$ cat config.mk
export PLATFORM = sky130hd
export DESIGN_NAME = soft_ramp_ctrl
export DESIGN_NICKNAME = d
export VERILOG_FILES = /design/src/rtl/soft_ramp_pkg.sv /design/src/rtl/rc_rom.sv /design/src/rtl/gain_map.sv /design/src/rtl/ramp_seq.sv /design/src/rtl/chan_scale.sv /design/src/rtl/soft_ramp_ctrl.sv
export SDC_FILE = /design/constraint.sdc
export NUM_CORES = 1
export LEC_CHECK = 0
export BUFFER_PORTS_ARGS = -buffer_cell sky130_fd_sc_hd__buf_4
export CORE_MARGIN = 1.5
export CORE_UTILIZATION = 47
export CTS_BUF_LIST = sky130_fd_sc_hd__clkbuf_16
export DETAILED_ROUTE_END_ITERATION = 12
export MAX_ROUTING_LAYER = met4
export PLACE_DENSITY_LB_ADDON = 0.12
export SLEW_MARGIN = 10
export SYNTH_ARGS = -nofsm -noshare
export SYNTH_HDL_FRONTEND = slang
export SYNTH_SLANG_ARGS = --single-unit
$ cat constraint.sdc
create_clock -name clk -period 1.9 [get_ports clk]
set_clock_uncertainty 0.15 [all_clocks]
set_input_delay 0.19 -clock clk [delete_from_list [all_inputs] [get_ports clk]]
set_output_delay 0.19 -clock clk [all_outputs]
set_load 0.01 [all_outputs]
$ cat src/rtl/soft_ramp_pkg.sv
package soft_ramp_pkg;
  localparam int SMP_W_DEF   = 16;
  localparam int GAIN_W_DEF  = 16;
  localparam int CURVE_N_DEF = 128;
  localparam int LINE_N_DEF  = 512;

  function automatic int unsigned rc_point(input int idx, input int len, input int half);
    real ph;
    ph = 3.14159265358979 * real'(idx) / real'(len);
    return $rtoi(real'(half) * (1.0 - $cos(ph)) / 2.0 + 0.5);
  endfunction
endpackage

$ cat src/rtl/rc_rom.sv
module rc_rom
  import soft_ramp_pkg::*;
#(
  parameter int GAIN_W  = GAIN_W_DEF,
  parameter int CURVE_N = CURVE_N_DEF
) (
  input  logic [$clog2(CURVE_N)-1:0] idx,
  output logic [GAIN_W-1:0]          val
);
  localparam int HALF = 1 << (GAIN_W - 2);

  logic [GAIN_W-1:0] tbl [CURVE_N];

  for (genvar k = 0; k < CURVE_N; k++) begin : g_ent
    localparam int unsigned ENT = rc_point(k, CURVE_N, HALF);
    assign tbl[k] = GAIN_W'(ENT);
  end

  assign val = tbl[idx];
endmodule

$ cat src/rtl/gain_map.sv
module gain_map
  import soft_ramp_pkg::*;
#(
  parameter int GAIN_W  = GAIN_W_DEF,
  parameter int CURVE_N = CURVE_N_DEF,
  parameter int LINE_N  = LINE_N_DEF,
  parameter int POS_W   = $clog2(CURVE_N + LINE_N + 1)
) (
  input  logic [POS_W-1:0]  pos,
  output logic [GAIN_W-1:0] gain
);
  localparam int IDX_W = $clog2(CURVE_N);
  localparam int HALF  = 1 << (GAIN_W - 2);
  localparam int MW    = POS_W + GAIN_W;

  logic [GAIN_W-1:0] curve_g;
  logic [MW-1:0]     line_off;

  rc_rom #(.GAIN_W(GAIN_W), .CURVE_N(CURVE_N)) u_rom (
    .idx (pos[IDX_W-1:0]),
    .val (curve_g)
  );

  always_comb begin
    line_off = (MW'(pos - POS_W'(CURVE_N)) * MW'(HALF)) / MW'(LINE_N);
    if (pos < POS_W'(CURVE_N)) gain = curve_g;
    else                       gain = GAIN_W'(MW'(HALF) + line_off);
  end
endmodule

$ cat src/rtl/ramp_seq.sv
module ramp_seq #(
  parameter int TOTAL = 640,
  parameter int POS_W = $clog2(TOTAL + 1)
) (
  input  logic             clk,
  input  logic             rst_n,
  input  logic             stb,
  input  logic             req,
  output logic [POS_W-1:0] pos,
  output logic             busy,
  output logic             done
);
  localparam logic [POS_W-1:0] TOP = POS_W'(TOTAL);

  logic [POS_W-1:0] pos_d;
  logic             done_d;

  always_comb begin
    pos_d  = pos;
    done_d = 1'b0;
    if (stb) begin
      if (req && pos != TOP) begin
        pos_d  = pos + 1'b1;
        done_d = (pos == TOP - 1'b1);
      end else if (!req && pos != '0) begin
        pos_d  = pos - 1'b1;
        done_d = (pos == POS_W'(1));
      end
    end
  end

  always_ff @(posedge clk or negedge rst_n) begin
    if (!rst_n)   pos <= '0;
    else if (stb) pos <= pos_d;
  end

  always_ff @(posedge clk or negedge rst_n) begin
    if (!rst_n) done <= 1'b0;
    else        done <= done_d;
  end

  assign busy = req ? (pos != TOP) : (pos != '0);
endmodule

$ cat src/rtl/chan_scale.sv
module chan_scale
  import soft_ramp_pkg::*;
#(
  parameter int SMP_W  = SMP_W_DEF,
  parameter int GAIN_W = GAIN_W_DEF
) (
  input  logic                    clk,
  input  logic                    rst_n,
  input  logic                    en,
  input  logic signed [SMP_W-1:0] din,
  input  logic [GAIN_W-1:0]       gain,
  output logic signed [SMP_W-1:0] dout
);
  localparam int PW = SMP_W + GAIN_W + 1;
  localparam logic signed [PW-1:0] MAXV = (PW'(1) <<< (SMP_W - 1)) - PW'(1);
  localparam logic signed [PW-1:0] MINV = -(PW'(1) <<< (SMP_W - 1));
  localparam logic signed [PW-1:0] RND  = PW'(1) <<< (GAIN_W - 2);

  logic signed [PW-1:0]    a_ext, g_ext, prod, shf;
  logic signed [SMP_W-1:0] dout_d;

  always_comb begin
    a_ext = PW'(din);
    g_ext = $signed(PW'({1'b0, gain}));
    prod  = a_ext * g_ext;
    shf   = (prod + RND) >>> (GAIN_W - 1);
    if (shf > MAXV)      dout_d = MAXV[SMP_W-1:0];
    else if (shf < MINV) dout_d = MINV[SMP_W-1:0];
    else                 dout_d = shf[SMP_W-1:0];
  end

  always_ff @(posedge clk or negedge rst_n) begin
    if (!rst_n)  dout <= '0;
    else if (en) dout <= dout_d;
  end
endmodule

$ cat src/rtl/soft_ramp_ctrl.sv
module soft_ramp_ctrl
  import soft_ramp_pkg::*;
#(
  parameter int SMP_W   = SMP_W_DEF,
  parameter int GAIN_W  = GAIN_W_DEF,
  parameter int CURVE_N = CURVE_N_DEF,
  parameter int LINE_N  = LINE_N_DEF
) (
  input  logic                    clk,
  input  logic                    rst_n,
  input  logic                    smp_stb,
  input  logic                    pwr_req,
  input  logic signed [SMP_W-1:0] in_l,
  input  logic signed [SMP_W-1:0] in_r,
  output logic signed [SMP_W-1:0] out_l,
  output logic signed [SMP_W-1:0] out_r,
  output logic                    busy,
  output logic                    done
);
  localparam int TOTAL = CURVE_N + LINE_N;
  localparam int POS_W = $clog2(TOTAL + 1);

  logic                    rst_m, rst_sync_n;
  logic [POS_W-1:0]        pos_q;
  logic [GAIN_W-1:0]       gain_w;
  logic signed [SMP_W-1:0] ch_in  [2];
  logic signed [SMP_W-1:0] ch_out [2];

  always_ff @(posedge clk or negedge rst_n) begin
    if (!rst_n) begin
      rst_m      <= 1'b0;
      rst_sync_n <= 1'b0;
    end else begin
      rst_m      <= 1'b1;
      rst_sync_n <= rst_m;
    end
  end

  ramp_seq #(.TOTAL(TOTAL), .POS_W(POS_W)) u_seq (
    .clk   (clk),
    .rst_n (rst_sync_n),
    .stb   (smp_stb),
    .req   (pwr_req),
    .pos   (pos_q),
    .busy  (busy),
    .done  (done)
  );

  gain_map #(.GAIN_W(GAIN_W), .CURVE_N(CURVE_N), .LINE_N(LINE_N), .POS_W(POS_W)) u_map (
    .pos  (pos_q),
    .gain (gain_w)
  );

  assign ch_in[0] = in_l;
  assign ch_in[1] = in_r;

  for (genvar c = 0; c < 2; c++) begin : g_ch
    chan_scale #(.SMP_W(SMP_W), .GAIN_W(GAIN_W)) u_scale (
      .clk   (clk),
      .rst_n (rst_sync_n),
      .en    (smp_stb),
      .din   (ch_in[c]),
      .gain  (gain_w),
      .dout  (ch_out[c])
    );
  end

  assign out_l = ch_out[0];
  assign out_r = ch_out[1];
endmodule

==> results.json, run 1 <==
{
  "rsz0062_at_grt": "true",
  "synth_area_leaders": "fa_1, ha_1, inv_1",
  "drt_wl_total_um": 76200,
  "place_area_sq_um": 27600,
  "holdCritPathClass": "in -> async",
  "fin_util_pct": 62.3,
  "clockRootBuffer": "clkbuf_16",
  "dpl.cell_count": 3735,
  "gp_congestion": 1.02,
  "stdcell_count": 3813,
  "die_h_um": 222,
  "reg2reg_depth": 38,
  "worstPathRequired_ns": 1.95,
  "vias": 20905,
  "clock-sinks": 45,
  "clock_tree.buffer_depth": 2,
  "post-route-period-util_pct": 459,
  "max_cap_viol_count": 0,
  "cp-start-kind": "flop",
  "seqCellArea_sq_um": 1130,
  "antenna_found_initial": 0,
  "nFillCells": 4171,
  "synth_top_area_share_pct": 34.6,
  "tightest_slew_ns": 0.645,
  "rows": 79,
  "outcome": "finished, violations left",
  "io_pins": 70,
  "cpMaxStageDelayCell": "fa_1",
  "hold_viol": 0,
  "clock_latency_ns": 0.32,
  "seq_area_frac_synth_pct": 5.02,
  "synth-warning-count": 0,
  "worst_hold_slack_ns": 0.0372,
  "yosysTopAreaCell": "fa_1",
  "grt_pass1_vias": 22457,
  "h-tree-depth": 2,
  "start_util_pct": 47.9,
  "period_minus_slack_ns": 8.73,
  "viasPerCell": 5.48,
  "synth_top_flop_cell": "dfrtp_1",
  "dr.pass1.iters": 5,
  "drt-initial-drc-count": 1246,
  "hpwl_um": 62800,
  "routedWlPerCell_um": 20.0,
  "max_freq_ghz": 0.115,
  "drc": 0,
  "grt_max_degree": 29,
  "ant_nets": 0,
  "regToRegEndpoint": "g_ch[1].u_scale.dout[13]",
  "multi_input_area_sq_um": 19800,
  "r2r_start": "u_seq.pos[0]",
  "cts_made_buffers": 5,
  "die_area_sq_um": 49100,
  "end_kind": "flop",
  "async_flop_share_pct": 100,
  "synthesis.area_sq_um": 22400,
  "drv_slew": 0,
  "violations": "negative setup slack",
  "synthToLayoutAreaGrowth_pct": 30.2,
  "grt_pass1_wl_um": 122000,
  "synth-seq-cells": 45,
  "overflow": 0,
  "worstPathMaxFanout": 13,
  "grt_usage_pct": 32.7,
  "finalWorstSetupSlack_ns": -6.83,
  "dieWidth_um": 222,
  "rrSetupSlack_ns": -6.83,
  "postSynthAreaPerCell_sq_um": 8.29,
  "finish.instance_area_sq_um": 29200,
  "cts_tree": "yes",
  "drive_above_1_share_pct": 28.1,
  "max_slew_margin_pct": 56.7,
  "port_buffers": 69,
  "critPathMaxStageDelay_ns": 0.58,
  "coreArea_sq_um": 46900,
  "postSynthNetCount": 3388,
  "finalSetupViolCount": 44,
  "nets": 3887,
  "diodes": 0,
  "yosysUniqueCellTypes": 95,
  "path_common_cell": "fa_1",
  "synth-edff-count": 0,
  "clk_pin_slew_ns": 0.07,
  "synthCells": 2706,
  "crit_arrival_ns": 8.77,
  "criticalPathCategory": "reg -> reg"
}
-- routing by layer --
metal,vias up,routed length [um],track usage [%]
met3,162,4190,3.90
met5,-,0,-
met1,10554,31400,40.7
li1,9523,-,-
met2,666,37500,54.6
met4,0,3170,12.4
-- worst max-delay path: cells and delay by family (launching register included) --
kind                     cells  cell delay (ns)
AO/OA/AOI/OAI               16             2.99
XOR/XNOR                     1             0.09
adder cells (fa/ha/maj)      8             3.33
buffers and inverters        8             0.81
flip-flops                   1             0.49
AND/OR/NAND/NOR              5             0.74
-- cells in the final DEF (no fill, tap or decap), types with 34 or more instances in the layout --
| cell | synthesis | routed |
|---|---|---|
| buf_4 | 3 | 575 |
| inv_1 | 519 | 506 |
| fa_1 | 388 | 372 |
| nand2_1 | 317 | 300 |
| ha_1 | 258 | 236 |
| and2_1 | 219 | 212 |
| nor2_1 | 119 | 110 |
| a21oi_1 | 116 | 83 |
| o21ai_0 | 97 | 66 |
| dfrtp_1 | 45 | 39 |
| a21o_1 | 36 | 35 |
| buf_6 | 5 | 34 |
-- state kept, by name (all words and copies together), names as in the netlist --
| name | count |
|---|---|
| g_ch.u_scale.dout | 32 |
| rst_m | 1 |
| rst_sync_n | 1 |
| u_seq.done | 1 |
| u_seq.pos | 10 |
-- stage by stage --
| step | setup slack [ns] | TNS [ns] |
|---|---|---|
| CTS | -6.66 | -216.79 |
| global placement | -6.86 | -221.67 |
| floorplan | -6.38 | -200.72 |
| finish | -6.83 | -222.40 |
| detailed placement | -6.95 | -225.44 |
| global route | -7.09 | -232.23 |
-- synthesized netlist by cell type (all sizes together) (7+ instances only) --
master,n
nand2,317
a211oi,18
xor2,16
o211ai,18
xnor2,31
or2,9
o21bai,12
buf,27
fa,388
nor3,20
nand3,35
a21o,36
nor2,122
nand4,18
inv,523
nor2b,29
a2111oi,7
a31oi,12
o21ai,99
o21a,7
o221ai,17
nand2b,36
dfrtp,45
mux2i,9
clkbuf,127
and2,220
and3,26
a21oi,121
ha,258
-- worst max-delay path by stage --
stage / slack (ns) / startpoint / end / depth (start not counted)
6_report: -6.83 / u_seq.pos[0] / g_ch[1].u_scale.dout[13] / 38
5_1_grt: -7.09 / u_seq.pos[0] / g_ch[1].u_scale.dout[7] / 39
4_1_cts: -6.66 / u_seq.pos[0] / g_ch[1].u_scale.dout[7] / 37
3_5_place_dp: -6.95 / u_seq.pos[1] / g_ch[0].u_scale.dout[12] / 35
3_3_place_gp: -6.86 / u_seq.pos[1] / g_ch[0].u_scale.dout[12] / 36
2_1_floorplan: -6.38 / u_seq.pos[1] / g_ch[1].u_scale.dout[12] / 37
-- cells by family (layout without fill, tap and decap cells) --
group	after synthesis	after routing	synth area share, %
AOI/OAI and AO/OA	415	416	12.6
xor gates and xnor gates	47	47	1.87
adders and majority gates	647	647	49.0
buffers and inverters	679	1178	11.6
DFF	45	45	5.02
muxes	14	14	0.803
other	1	1	0.0167
and+or+nand+nor	858	858	19.0
-- layout make-up --
| type | count | share of cell area, % |
|---|---|---|
| clock buffer | 5 | 0.428 |
| clock inverter | 3 | 0.141 |
| inverter | 525 | 6.82 |
| multi-input combinational | 1983 | 67.7 |
| sequential | 45 | 3.88 |
| tap | 607 | 2.60 |
| timing repair buffer | 645 | 18.4 |
-- timing repair --
action | in CTS | in global routing
endpoints found under the setup margin | 44 | 44
buffers inserted | 44 | 25
hold buffers | 1 | 0
pin swaps | 66 | 74
gates cloned | 4 | 1
gates resized for setup | 137 | 96
hold endpoints to repair | 2 | 0
Power of run 1 is left out: the tool's default activity adds up to more than one toggle a clock period on the data nets, which glitch-free logic cannot reach.
==> run 2: changes to the inputs <==
--- a/config.mk
+++ b/config.mk
@@ -5,11 +5,11 @@
 export SDC_FILE = /design/constraint.sdc
 export NUM_CORES = 1
 export LEC_CHECK = 0
-export BUFFER_PORTS_ARGS = -buffer_cell sky130_fd_sc_hd__buf_4
 export CORE_MARGIN = 1.5
 export CORE_UTILIZATION = 47
 export CTS_BUF_LIST = sky130_fd_sc_hd__clkbuf_16
 export DETAILED_ROUTE_END_ITERATION = 12
+export DONT_BUFFER_PORTS = 1
 export MAX_ROUTING_LAYER = met4
 export PLACE_DENSITY_LB_ADDON = 0.12
 export SLEW_MARGIN = 10
==> run 2 against run 1 <==
Effect of this change:
- the flow still finishes with violations (negative setup slack)
- hold slack lost 0.035 ns
- wire length shrank 5.0%
- cell area shrank 2.8%
- first-iteration DRC count grew 5.0%
- clock-buffer cell count is the same
- non-clock buffer count shrank 115
- cell count shrank 3.0%
- die area is the same
- critical endpoint is now g_ch[1].u_scale.dout[10]
- largest cell class unchanged
==> results.json, run 2 (synthesized netlist as in run 1, its figures left out) <==
{
  "coreArea_sq_um": 46900,
  "drt_wl_total_um": 72400,
  "io_pins": 70,
  "hold_viol": 0,
  "most-common-layout-cells": "inv_1, buf_4, fa_1",
  "cts_made_buffers": 5,
  "reg2reg_depth": 39,
  "worstPathRequired_ns": 1.98,
  "finalWorstSetupSlack_ns": -6.73,
  "drc": 0,
  "finalSetupViolCount": 44,
  "vias": 20331,
  "largest_reg_flops": 32,
  "routedWlPerCell_um": 19.6,
  "overflow": 0,
  "nets": 3773,
  "hpwl_um": 59000,
  "criticalPathCategory": "reg -> reg",
  "end_kind": "flop",
  "layout_commonest_cell": "inv_1",
  "viasPerCell": 5.50,
  "grt_usage_pct": 31.2,
  "nFillCells": 4188,
  "antenna_found_initial": 0,
  "die_area_sq_um": 49100,
  "clock_tree.buffer_depth": 2,
  "dpl.cell_count": 3637,
  "top_register": "g_ch.u_scale.dout",
  "worstPathMaxFanout": 7,
  "grt_pass1_vias": 21669,
  "post-route-period-util_pct": 454,
  "cp_num_buf_inv": 9,
  "critPathMaxStageDelay_ns": 0.59,
  "cpMaxStageDelayCell": "fa_2",
  "drv_slew": 0,
  "dr.pass1.iters": 5,
  "max_freq_ghz": 0.116,
  "clock-sinks": 45,
  "tightest_slew_ns": 0.772,
  "clk_pin_slew_ns": 0.07,
  "port_buffers": 0,
  "stdcell_count": 3699,
  "biggestRegsByFlops": "g_ch.u_scale.dout (32), u_seq.pos (10)",
  "grt_max_degree": 37,
  "gp_congestion": 1.02,
  "rows": 79,
  "drt-initial-drc-count": 1308,
  "max_cap_viol_count": 0,
  "grt_pass1_wl_um": 117000,
  "holdCritPathClass": "in -> reg",
  "rsz0062_at_grt": "true",
  "critical_path_depth": 39,
  "seqCellArea_sq_um": 1130,
  "die_h_um": 222,
  "crit_arrival_ns": 8.71,
  "ant_nets": 0,
  "drive_above_1_share_pct": 25.7,
  "outcome": "finished, violations left",
  "clockRootBuffer": "clkbuf_16",
  "start_util_pct": 47.9,
  "dieWidth_um": 222,
  "period_minus_slack_ns": 8.63,
  "max_slew_margin_pct": 48.2,
  "multi_input_area_sq_um": 19900,
  "cts_tree": "yes",
  "clock_latency_ns": 0.30,
  "critPathTopFamily": "adder cells",
  "diodes": 0,
  "min_path_cells": 3,
  "path_common_cell": "fa_2",
  "h-tree-depth": 2,
  "violations": "negative setup slack",
  "synthToLayoutAreaGrowth_pct": 26.5,
  "cp-start-kind": "flop"
}
run 2: changes by cell type in the layout (fill, tap and decap cells not counted), sizes merged:
| cell | previous run | this run |
|---|---|---|
| inv | 523 | 524 |
| a21oi | 121 | 122 |
| nand2 | 317 | 318 |
| o21ai | 100 | 99 |
| buf | 642 | 526 |
| dlygate4sd3 | 1 | 2 |
| clkinvlp | 1 | 0 |
run 2: layout make-up:
cell class                 instances  share of cell area [%]
clock inverter                     3                   0.154
sequential                        45                    3.99
tap                              607                    2.68
timing repair buffer             530                    15.7
clock buffer                       5                   0.441
multi-input combinational       1984                    70.0
inverter                         525                    7.03
run 2: path summary, 6_finish.rpt:
check                                   from                       end  slack (ns)
worst max-delay path            u_seq.pos[1]  g_ch[1].u_scale.dout[10]       -6.73
worst min-delay path                 pwr_req                u_seq.done       0.002
worst max register to register  u_seq.pos[1]  g_ch[1].u_scale.dout[10]       -6.73
worst min register to register    rst_sync_n   g_ch[1].u_scale.dout[9]        0.05
max in group asynchronous         rst_sync_n   g_ch[0].u_scale.dout[8]        0.96
min in group asynchronous         rst_sync_n   g_ch[1].u_scale.dout[9]        0.05
run 2: worst register-to-register path: cells and delay by family (launching register included):
family,cells,cell delay (ns)
buffers and inverters,9,1.05
DFF,1,0.48
and+or+nand+nor,7,0.75
adders and majority gates,8,3.24
AOI/OAI and AO/OA,15,2.89
run 2: metrics by stage:
| step | utilization [%] | cell area, sq um | TNS (ns) | setup slack [ns] | hold WS [ns] |
|---|---|---|---|---|---|
| 6_report | 60.6 | 28400 | -219.00 | -6.73 | 0.00240 |
| 5_1_grt | 60.6 | 28400 | -228.29 | -7.00 | 0.00741 |
| 4_1_cts | 59.5 | 27900 | -219.04 | -6.68 | 0.00395 |
| 3_5_place_dp | 57.0 | 26700 | -225.07 | -6.90 | -0.256 |
| 3_3_place_gp | 57.0 | 26700 | -222.50 | -6.81 | -0.256 |
| 2_1_floorplan | - | 23100 | -200.72 | -6.38 | -0.256 |
run 2: timing repair:
item,in CTS,in global routing
hold buffers,3,0
setup endpoints to repair,44,44
gates cloned,6,2
resized for setup,140,104
setup buffers,34,12
endpoints found under the hold margin,37,0
pin swaps,67,44
run 2: layer usage:
metal / wire length (um) / part of all wire (%) / GRT usage, % / vias to the layer above
met5: 0 / 0 / - / -
li1: - / - / - / 9307
met3: 3760 / 5.2 / 3.13 / 143
met2: 35000 / 48 / 51.6 / 633
met4: 2830 / 3.9 / 11.2 / 0
met1: 30800 / 43 / 40.1 / 10248
Power of run 2 is left out for the same reason.
==> run 3: changes to the inputs <==
==> constraint.sdc (replaced) <==
create_clock -name clk -period 1.9 [get_ports clk]
set_clock_uncertainty 0.15 [all_clocks]
set_input_delay 0.38 -clock clk [delete_from_list [all_inputs] [get_ports clk]]
set_output_delay 0.38 -clock clk [all_outputs]
set_load 0.01 [all_outputs]
==> run 3 against run 2 <==
Effect of this change:
- the flow still finishes with violations (negative setup slack)
- sequential share of layout area about the same
- cell count is 0.11% higher
- non-clock buffer count is 4 higher
- flip-flop and latch count is the same
- die area unchanged
- first-iteration DRC count is 8.4% lower
- hold slack gained 0.052 ns
- critical path depth unchanged
- register-to-register slack is essentially flat
- critical endpoint unchanged
- clock-buffer cell count unchanged
- core utilization is 0.14 points lower
- critical path type unchanged
==> results.json, run 3 (synthesized netlist as in run 1, its figures left out) <==
{
  "outcome": "finished, violations left",
  "violations": "negative setup slack",
  "hpwl_um": 59000,
  "max_slew_margin_pct": 52.8,
  "diodes": 0,
  "finalSetupTns_ns": -221.01,
  "dr.pass1.iters": 6,
  "drt-initial-drc-count": 1198,
  "clock-sinks": 45,
  "drive_above_1_share_pct": 25.5,
  "worstPathMaxFanout": 7,
  "die_h_um": 222,
  "drv_slew": 0,
  "max_cap_viol_count": 0,
  "overflow": 0,
  "dr_wl_met2_um": 35000,
  "route.met3.wl_um": 3700,
  "cpMaxStageDelayCell": "fa_2",
  "critPathTopFamily": "adder cells",
  "clock_latency_ns": 0.30,
  "finalSetupViolCount": 44,
  "clk_pin_slew_ns": 0.07,
  "tightest_slew_ns": 0.703,
  "port_buffers": 0,
  "biggestRegsByFlops": "g_ch.u_scale.dout (32), u_seq.pos (10)",
  "cts_tree": "yes",
  "vias": 20271,
  "grt_max_degree": 42,
  "drc": 0,
  "drt_wl_total_um": 72200,
  "nets": 3777,
  "rsz0062_at_grt": "true",
  "period_minus_slack_ns": 8.63,
  "post-route-period-util_pct": 454,
  "m1WireLength_um": 30800,
  "largest_reg_flops": 32,
  "dieWidth_um": 222,
  "reg2reg_depth": 39,
  "start_util_pct": 47.9,
  "hold_viol": 0,
  "max_freq_ghz": 0.116,
  "gp_congestion": 1.02,
  "nFillCells": 4193,
  "place_area_sq_um": 26700,
  "viasPerCell": 5.47,
  "cp-start-kind": "flop",
  "ant_nets": 0,
  "critical_path_depth": 39,
  "grt_pass1_vias": 21695,
  "rows": 79,
  "post-place-ws_ns": -6.90,
  "most-common-layout-cells": "inv_1, buf_4, fa_1",
  "grt_pass1_wl_um": 117000,
  "io_pins": 70,
  "cp_num_buf_inv": 11,
  "end_kind": "flop",
  "finish.instance_area_sq_um": 28300,
  "top_register": "g_ch.u_scale.dout",
  "finalWorstSetupSlack_ns": -6.73,
  "antenna_found_initial": 0,
  "clockRootBuffer": "clkbuf_16",
  "layout_commonest_cell": "inv_1",
  "coreArea_sq_um": 46900,
  "topRoutingLayerUsed": "met4",
  "criticalPathCategory": "reg -> reg",
  "clock_tree.buffer_depth": 2,
  "holdCritPathClass": "reg -> async",
  "die_area_sq_um": 49100,
  "synthToLayoutAreaGrowth_pct": 26.2,
  "critPathMaxStageDelay_ns": 0.57,
  "cts_made_buffers": 5,
  "routedWlPerCell_um": 19.5,
  "grt_usage_pct": 31.2,
  "worstPathRequired_ns": 1.98,
  "crit_arrival_ns": 8.71,
  "h-tree-depth": 2
}
[run 3: cell types whose count changed in the layout (fill, tap and decap cells not counted), moves of 2 or more]
cell     delta
fa_1        +2
o21ai_4     -3
o21ai_2     +3
o21ai_0     +2
fa_2        -2
o21ai_1     -2
buf_4       +3
[run 3: metal layers]
metal	global-route usage, %	vias to the layer above
met5	-	-
met4	11.1	0
met1	40.0	10193
li1	-	9321
met2	51.5	622
met3	3.15	135
[run 3: final cells by class]
type	count	area [sq um]	area share [%]
Sequential cell	45	1130	4.00
Inverter	525	2000	7.05
Clock buffer	5	125	0.442
Tap cell	607	759	2.68
Clock inverter	3	43.8	0.155
Timing Repair Buffer	534	4480	15.8
Multi-Input combinational cell	1984	19800	69.9
[run 3: path summary, 6_finish.rpt]
check | startpoint | to | slack, ns
max | u_seq.pos[1] | g_ch[1].u_scale.dout[10] | -6.73
min reg2reg | rst_sync_n | g_ch[1].u_scale.dout[15] | 0.05
max in group asynchronous | rst_sync_n | g_ch[0].u_scale.dout[4] | 0.96
max reg2reg | u_seq.pos[1] | g_ch[1].u_scale.dout[10] | -6.73
min in group clk | smp_stb | g_ch[1].u_scale.dout[0] | 0.08
min | rst_sync_n | g_ch[1].u_scale.dout[15] | 0.05
[run 3: timing repair]
action	in CTS	in global routing
gates resized for setup	136	90
endpoints found under the setup margin	44	44
hold buffers	2	1
endpoints found under the hold margin	3	1
buffers inserted	37	12
pin swaps	66	33
gates cloned	7	1
[run 3: stage by stage]
stage | util, % | cells | hold slack (ns)
after floorplan | - | 2706 | -0.0656
after global placement | 57.0 | 3637 | -0.0655
after detailed placement | 57.0 | 3637 | -0.0655
after CTS | 59.5 | 3689 | 0.00344
after global routing | 60.4 | 3703 | 0.0774
final | 60.4 | 3703 | 0.0547
Power of run 3 is left out for the same reason.
